<file path="src/rtl/tlbinv_pkg.sv">
package tlbinv_pkg;

  typedef enum logic [1:0] {
    GSEL_ANY = 2'd0,
    GSEL_SET = 2'd1,
    GSEL_CLR = 2'd2
  } gsel_e;

  typedef enum logic [1:0] {
    SSEL_ANY    = 2'd0,
    SSEL_FIRST  = 2'd1,
    SSEL_SECOND = 2'd2
  } ssel_e;

  // Which terms an invalidate command requires of an entry.
  typedef struct packed {
    logic  legal;
    logic  use_ctx;
    logic  use_gid;
    logic  use_asid;
    logic  use_va;
    logic  g_or_asid;
    gsel_e gsel;
    ssel_e ssel;
  } inv_rule_t;

  localparam logic STAGE_FIRST  = 1'b0;
  localparam logic STAGE_SECOND = 1'b1;

endpackage

</file>
<file path="src/rtl/tlbinv_decode.sv">
module tlbinv_decode
  import tlbinv_pkg::*;
(
  input  logic [4:0] op,
  output inv_rule_t  rule
);
  always_comb begin
    rule = '{legal: 1'b1, use_ctx: 1'b0, use_gid: 1'b0, use_asid: 1'b0,
             use_va: 1'b0, g_or_asid: 1'b0, gsel: GSEL_ANY, ssel: SSEL_ANY};
    case (op)
      5'h00: ;
      5'h01: rule.use_ctx = 1'b1;
      5'h02: begin rule.use_ctx = 1'b1; rule.gsel = GSEL_SET; end
      5'h03: begin rule.use_ctx = 1'b1; rule.gsel = GSEL_CLR; end
      5'h04: begin rule.use_asid = 1'b1; rule.gsel = GSEL_CLR; end
      5'h05: begin rule.use_asid = 1'b1; rule.use_va = 1'b1; rule.gsel = GSEL_CLR; end
      5'h06: begin rule.use_va = 1'b1; rule.g_or_asid = 1'b1; end
      5'h09: rule.use_gid = 1'b1;
      5'h0A: begin rule.use_gid = 1'b1; rule.gsel = GSEL_SET; end
      5'h0B: begin rule.use_gid = 1'b1; rule.gsel = GSEL_CLR; end
      5'h0C: begin rule.use_gid = 1'b1; rule.use_asid = 1'b1; rule.gsel = GSEL_CLR; end
      5'h0D: begin
        rule.use_gid = 1'b1; rule.use_asid = 1'b1; rule.use_va = 1'b1;
        rule.gsel = GSEL_CLR;
      end
      5'h0E: begin
        rule.use_gid = 1'b1; rule.use_asid = 1'b1; rule.use_va = 1'b1;
        rule.gsel = GSEL_SET;
      end
      5'h10: rule.ssel = SSEL_FIRST;
      5'h11: rule.ssel = SSEL_SECOND;
      5'h12: ;
      5'h13: begin rule.use_gid = 1'b1; rule.ssel = SSEL_FIRST; end
      5'h14: begin rule.use_gid = 1'b1; rule.ssel = SSEL_SECOND; end
      5'h15: rule.use_gid = 1'b1;
      5'h16: begin rule.use_gid = 1'b1; rule.use_va = 1'b1; rule.ssel = SSEL_SECOND; end
      default: rule.legal = 1'b0;
    endcase
  end
endmodule

</file>
<file path="src/rtl/tlbinv_rule.sv">
module tlbinv_rule
  import tlbinv_pkg::*;
(
  input  inv_rule_t rule,
  input  logic      e_valid,
  input  logic      e_global,
  input  logic      e_stage,
  input  logic      ctx_eq,
  input  logic      gid_eq,
  input  logic      asid_eq,
  input  logic      vpn_eq,
  output logic      kill
);
  logic g_ok, s_ok;

  always_comb begin
    case (rule.gsel)
      GSEL_SET: g_ok = e_global;
      GSEL_CLR: g_ok = !e_global;
      default:  g_ok = 1'b1;
    endcase
    case (rule.ssel)
      SSEL_FIRST:  s_ok = (e_stage == STAGE_FIRST);
      SSEL_SECOND: s_ok = (e_stage == STAGE_SECOND);
      default:     s_ok = 1'b1;
    endcase
    kill = e_valid && rule.legal && g_ok && s_ok
        && (!rule.use_ctx   || ctx_eq)
        && (!rule.use_gid   || gid_eq)
        && (!rule.use_asid  || asid_eq)
        && (!rule.use_va    || vpn_eq)
        && (!rule.g_or_asid || e_global || asid_eq);
  end
endmodule

</file>
<file path="src/rtl/tlbinv_pick.sv">
module tlbinv_pick #(
  parameter  int N  = 16,
  localparam int IW = $clog2(N)
) (
  input  logic [N-1:0]  req,
  output logic          any,
  output logic [IW-1:0] idx
);
  always_comb begin
    any = |req;
    idx = '0;
    for (int i = N - 1; i >= 0; i--) begin
      if (req[i]) idx = IW'(i);
    end
  end
endmodule

</file>
<file path="src/rtl/tlbinv_engine.sv">
module tlbinv_engine
  import tlbinv_pkg::*;
#(
  parameter  int ENTRIES = 16,
  parameter  int ASID_W  = 10,
  parameter  int VPN_W   = 19,
  parameter  int GID_W   = 8,
  localparam int IW      = $clog2(ENTRIES)
) (
  input  logic              clk,
  input  logic              rst,
  input  logic              ctx_we,
  input  logic [GID_W-1:0]  ctx_gid,
  input  logic              wr_en,
  input  logic              wr_random,
  input  logic [IW-1:0]     wr_index,
  input  logic              wr_global,
  input  logic              wr_stage,
  input  logic [ASID_W-1:0] wr_asid,
  input  logic [VPN_W-1:0]  wr_vpn,
  input  logic [GID_W-1:0]  wr_gid,
  input  logic              inv_req,
  input  logic [4:0]        inv_op,
  input  logic [ASID_W-1:0] inv_asid,
  input  logic [GID_W-1:0]  inv_gid,
  input  logic [VPN_W-1:0]  inv_vpn,
  output logic              inv_done,
  output logic              inv_illegal,
  input  logic              srch_en,
  input  logic [ASID_W-1:0] srch_asid,
  input  logic [VPN_W-1:0]  srch_vpn,
  input  logic [GID_W-1:0]  srch_gid,
  output logic              srch_hit,
  output logic [IW-1:0]     srch_idx,
  output logic [IW-1:0]     fill_slot
);
  logic [ENTRIES-1:0] valid_q;
  logic [ENTRIES-1:0] glb_q;
  logic [ENTRIES-1:0] stage_q;
  logic [ASID_W-1:0]  asid_q [ENTRIES];
  logic [VPN_W-1:0]   vpn_q  [ENTRIES];
  logic [GID_W-1:0]   gid_q  [ENTRIES];

  logic [GID_W-1:0]   cur_gid_q;
  logic [IW-1:0]      slot_q;
  logic [IW-1:0]      wr_slot;
  logic [ENTRIES-1:0] kill;
  logic [ENTRIES-1:0] srch_m;
  logic               pick_any;
  logic [IW-1:0]      pick_idx;
  inv_rule_t          cmd_rule;

  assign wr_slot   = wr_random ? slot_q : wr_index;
  assign fill_slot = slot_q;

  tlbinv_decode u_dec (.op(inv_op), .rule(cmd_rule));

  for (genvar i = 0; i < ENTRIES; i++) begin : g_slot
    tlbinv_rule u_rule (
      .rule     (cmd_rule),
      .e_valid  (valid_q[i]),
      .e_global (glb_q[i]),
      .e_stage  (stage_q[i]),
      .ctx_eq   (gid_q[i] == cur_gid_q),
      .gid_eq   (gid_q[i] == inv_gid),
      .asid_eq  (asid_q[i] == inv_asid),
      .vpn_eq   (vpn_q[i] == inv_vpn),
      .kill     (kill[i])
    );
    assign srch_m[i] = valid_q[i] && (vpn_q[i] == srch_vpn) && (gid_q[i] == srch_gid)
                    && (glb_q[i] || (asid_q[i] == srch_asid));
  end

  tlbinv_pick #(.N(ENTRIES)) u_pick (.req(srch_m), .any(pick_any), .idx(pick_idx));

  // Entry payload: written one slot per cycle, no reset, RAM-friendly.
  always_ff @(posedge clk) begin
    if (wr_en) begin
      glb_q[wr_slot]   <= wr_global;
      stage_q[wr_slot] <= wr_stage;
      asid_q[wr_slot]  <= wr_asid;
      vpn_q[wr_slot]   <= wr_vpn;
      gid_q[wr_slot]   <= wr_gid;
    end
  end

  // Valid flags: parallel clear, then a write to the same slot wins.
  always_ff @(posedge clk) begin
    if (rst) begin
      valid_q <= '0;
    end else begin
      if (inv_req) valid_q <= valid_q & ~kill;
      if (wr_en)   valid_q[wr_slot] <= 1'b1;
    end
  end

  always_ff @(posedge clk) begin
    if (rst) begin
      cur_gid_q   <= '0;
      slot_q      <= '0;
      inv_done    <= 1'b0;
      inv_illegal <= 1'b0;
      srch_hit    <= 1'b0;
      srch_idx    <= '0;
    end else begin
      slot_q      <= slot_q + 1'b1;
      inv_done    <= inv_req && cmd_rule.legal;
      inv_illegal <= inv_req && !cmd_rule.legal;
      if (ctx_we) cur_gid_q <= ctx_gid;
      if (srch_en) begin
        srch_hit <= pick_any;
        srch_idx <= pick_idx;
      end
    end
  end


  done_follows_chk: assert property (@(posedge clk) disable iff (rst)
    inv_req && cmd_rule.legal |=> inv_done && !inv_illegal);


  illegal_keeps_chk: assert property (@(posedge clk) disable iff (rst)
    inv_req && !cmd_rule.legal && !wr_en |=> inv_illegal && (valid_q == $past(valid_q)));


  flush_all_chk: assert property (@(posedge clk) disable iff (rst)
    inv_req && (inv_op == 5'h00) && !wr_en |=> (valid_q == '0));


  slot_step_chk: assert property (@(posedge clk) disable iff (rst)
    !$past(rst) |-> (slot_q == $past(slot_q) + 1'b1));


  write_sets_chk: assert property (@(posedge clk) disable iff (rst)
    wr_en |=> valid_q[$past(wr_slot)]);


  pulse_excl_chk: assert property (@(posedge clk) disable iff (rst)
    !(inv_done && inv_illegal));

endmodule

</file>
<file path="config.mk">
export PLATFORM = sky130hd
export DESIGN_NAME = tlbinv_engine
export DESIGN_NICKNAME = d
export VERILOG_FILES = /design/src/rtl/tlbinv_pkg.sv /design/src/rtl/tlbinv_decode.sv /design/src/rtl/tlbinv_rule.sv /design/src/rtl/tlbinv_pick.sv /design/src/rtl/tlbinv_engine.sv
export SDC_FILE = /design/constraint.sdc
export NUM_CORES = 1
export LEC_CHECK = 0
export BUFFER_PORTS_ARGS = -buffer_cell sky130_fd_sc_hd__buf_2
export CORE_MARGIN = 5
export CORE_UTILIZATION = 55
export CTS_BUF_LIST = sky130_fd_sc_hd__clkbuf_8
export CTS_CLUSTER_SIZE = 10
export DETAILED_ROUTE_END_ITERATION = 8
export PLACE_DENSITY = 0.8
export SYNTH_ARGS = -nofsm -noshare
export SYNTH_HDL_FRONTEND = slang
export SYNTH_HIERARCHICAL = 1
export SYNTH_SLANG_ARGS = --single-unit
export TNS_END_PERCENT = 20
</file>
<file path="constraint.sdc">
create_clock -name clk -period 10.1 [get_ports clk]
set_input_delay 1.01 -clock clk [delete_from_list [all_inputs] [get_ports clk]]
set_output_delay 1.01 -clock clk [all_outputs]
set_load 0.02 [all_outputs]
</file>
==> metrics <==
core area=69,700 sq um; routed via count=26,700; DR iter-0 viols=3,624; final cell count without fillers=4,268; worst relative slew slack=20.2%; post-synth top area share=48.7%; compound-cell area share of the yosys netlist=1.73%; RSZ-0062 raised after global routing=no; drt via density=6.25; row count=97; aggregate global-route resource usage=36.3%; RePlAce Congestion=1.04; die height=274 um; cell taking the most area after synthesis=edfxtp_1; # Post-CTS Setup Buffers=0; combinational share of power=12.7%; final setup TNS=0 ps; Fin Hold WS=497 ps; Cell variety after synth=60; Routed WL per cell=32.7 um; Critical Path End Type=register; Seq pwr share=50.2%; CTS Hold Bufs=0; kind of critical path=input pin to register; sequential share of the synthesized area=50.6%; cell area after layout=41,800 sq um; Setup-failing EPs final=0; CTS resizes=0; dpl cell area=39,700 sq um; # DRC=0; H-tree depth=3; post-route ant nets=0; Post-Synth Simple-Gate Area=10.4%; most frequent cells after synthesis=xor2_1, xnor2_1, edfxtp_1; Clk network pwr share=37.1%; Layout area overhead=8.65%; Overflow after GRT=0; prevailing post-synth register cell=edfxtp_1; largest family of logic cells by synthesized area=XOR/XNOR gates; Synth Area in Adders=2.12%; HPWL Detailed=93.6 mm; Peak Freq=251 MHz; 1st-pass router iterations=5; area of the multi-input gates=17,700 sq um; Hold Path Class=input pin to register; Crit path buffers/inverters=1; Initial Utilization=55.2%; fin crit share=39.4%; syn_area_per_cell=12.3 sq um; most common cell in the synthesized netlist=xor2_1; FF+latch area=19,400 sq um; Die Wd=274 um; initial antenna violation count=3; register bit count reported by yosys=659; clk sinks=659; CP peak stage delay=900 ps; Crit path max-delay family=simple AND/OR/NAND/NOR gates; final hold vios=0; Clock transition at path regs=60 ps; fin. max-slew vios=0; drt total wl=139 mm; largest net degree at the start of global routing=40; synthesized instance count=3,113; CP arrival=4560 ps; Synth Warn #=6; PD cells=147 nW/um^2; first-pass GRT wire length=192 mm; Port Buf Inserts=147; mux share of post-synthesis cell area=1.28%; top post-synthesis cells by area=edfxtp_1, xor2_1, xnor2_1, nor4_1, nand4_1; Die Area=75,300 sq um; largest fanout on the critical path=16; max cap viols=0; CP Launch Type=input pin; peak supply drop=0.148 mV; CTS buffer count=109; vias in the first global route=26,000; fin nets=3,436; Clock Skews=46.1 ps; CP cell instances=buf_2, xor2_1, nor4_1, nand4_1, nor4_1, nor2b_1, or4_4, nor3_2, nand2_1, a22oi_1, nor2_1; synthesized area=38,400 sq um; CTS tree=yes; Sw Share=27.9%; CTS max path bufs=3; worst-skew pair later-pin latency=750 ps; fill count=5,698; leakage power=13.7 nW; cell-internal power=4.42 mW; IO Pins=148; asr flop ratio synth=0%; EDFF count, synth=624; post-synthesis xor/xnor area fraction=30.1%; clock root cell=clkbuf_8; Slew @ Worst Pin=1190 ps; status=completed; dpl cells=4,063; slowest CP cell=nor4_1; Crit path top cell by count=nor4_1; min cycle time layout=3980 ps; Mapped Nets=3,315; Req. time, crit path=10,680 ps; Net Sw Power=1.71 mW; ratio of cells with drive above 1 in the final layout=13.1%
## tightest hold or removal path: cells and delay by family
kind                   cells  cell delay [ps]
buffers and inverters      1               70
muxes                      1               60
and+or+nand+nor            1               70
## state kept, by name (all words and copies together) (netlist names), 4 cells and up
register and count:
valid_q 16, srch_idx 4, glb_q 16, stage_q 16, asid_q 160, fill_slot 4, vpn_q 304, cur_gid_q 8
gid_q 128
## area by class of cell
cell class / instances / area share (%)
antenna: 1 / 0.00599
tap: 940 / 2.82
inverter: 84 / 0.755
clock buffer: 114 / 3.76
multi-input combinational: 2190 / 42.4
timing repair buffer: 190 / 2.53
sequential: 659 / 46.5
clock inverter: 90 / 1.21
## layer usage
| layer | up-vias | track usage, % | part of all wire [%] |
|---|---|---|---|
| met2 | 1981 | 55.9 | 44 |
| li1 | 11200 | - | - |
| met4 | 2 | 29.1 | 10 |
| met1 | 13000 | 44.9 | 35 |
| met3 | 516 | 6.62 | 10 |
| met5 | - | 0 | 0.0093 |
## path summary, 6_finish.rpt
kind / slack (ps) / start / endpoint / cells past startpoint
worst max-delay path: 6120 / inv_vpn[0] / valid_q[15]$_SDFF_PP0_ / 11
worst min-delay path: 500 / ctx_gid[5] / cur_gid_q[5]$_SDFFE_PP0P_ / 3
worst max register to register: 6520 / vpn_q[15][0]$_DFFE_PP_ / valid_q[15]$_SDFF_PP0_ / 10
worst min register to register: 510 / cur_gid_q[0]$_SDFFE_PP0P_ / cur_gid_q[0]$_SDFFE_PP0P_ / 2
## through the flow
| step | utilization, % | worst slack (ps) | power (mW) |
|---|---|---|---|
| after CTS | 60.0 | 6470 | 6.12 |
| after detailed placement | 57.0 | 5690 | 3.88 |
| after floorplan | - | 5670 | 3.60 |
| after global routing | 60.0 | 6150 | 6.29 |
| after global placement | 57.0 | 5740 | 3.88 |
| final | 60.0 | 6120 | 6.13 |
## placed cells by master (no fill, tap or decap), drive strengths merged, types with 2 or more instances in the layout
cell	synthesis	final
bufinv	0	3
nor3	37	37
nand2	43	43
xnor2	659	659
nor3b	3	3
nand3b	4	4
a41oi	16	16
or4	32	32
buf	140	190
mux2i	13	13
edfxtp	624	624
nor4	179	179
nor2	90	90
a21oi	22	22
inv	84	116
nand4	176	176
dfxtp	35	35
nand2b	23	23
xor2	657	657
a31oi	2	2
a22oi	17	17
ha	65	65
clkbuf	40	114
nor2b	52	52
clkinv	0	51
clkinvlp	0	4
and3	2	2
nand3	20	20
o21ai	3	3
mux2	32	32
and2b	2	2
o22ai	18	18
or2b	2	2
or3b	3	3
o32ai	2	2
a21boi	3	3
## power groups by stage
| stage | registers (mW) | clock network (mW) | logic [mW] |
|---|---|---|---|
| floorplan | 3.12 | 0 | 0.475 |
| global placement | 3.13 | 0 | 0.745 |
| detailed placement | 3.13 | 0 | 0.752 |
| CTS | 3.08 | 2.28 | 0.757 |
| global route | 3.08 | 2.41 | 0.797 |
| finish | 3.08 | 2.28 | 0.778 |
## logic make-up (layout without fill, tap and decap cells)
| kind of cell | after synthesis | count (layout) |
|---|---|---|
| xor gates and xnor gates | 1316 | 1316 |
| adders and majority gates | 65 | 65 |
| and+or+nand+nor | 670 | 670 |
| AOI/OAI and AO/OA | 94 | 94 |
| DFF | 659 | 659 |
| muxes | 45 | 45 |
| buffers and inverters | 264 | 478 |
| other | 0 | 1 |
(Power assumes the default switching activity.)
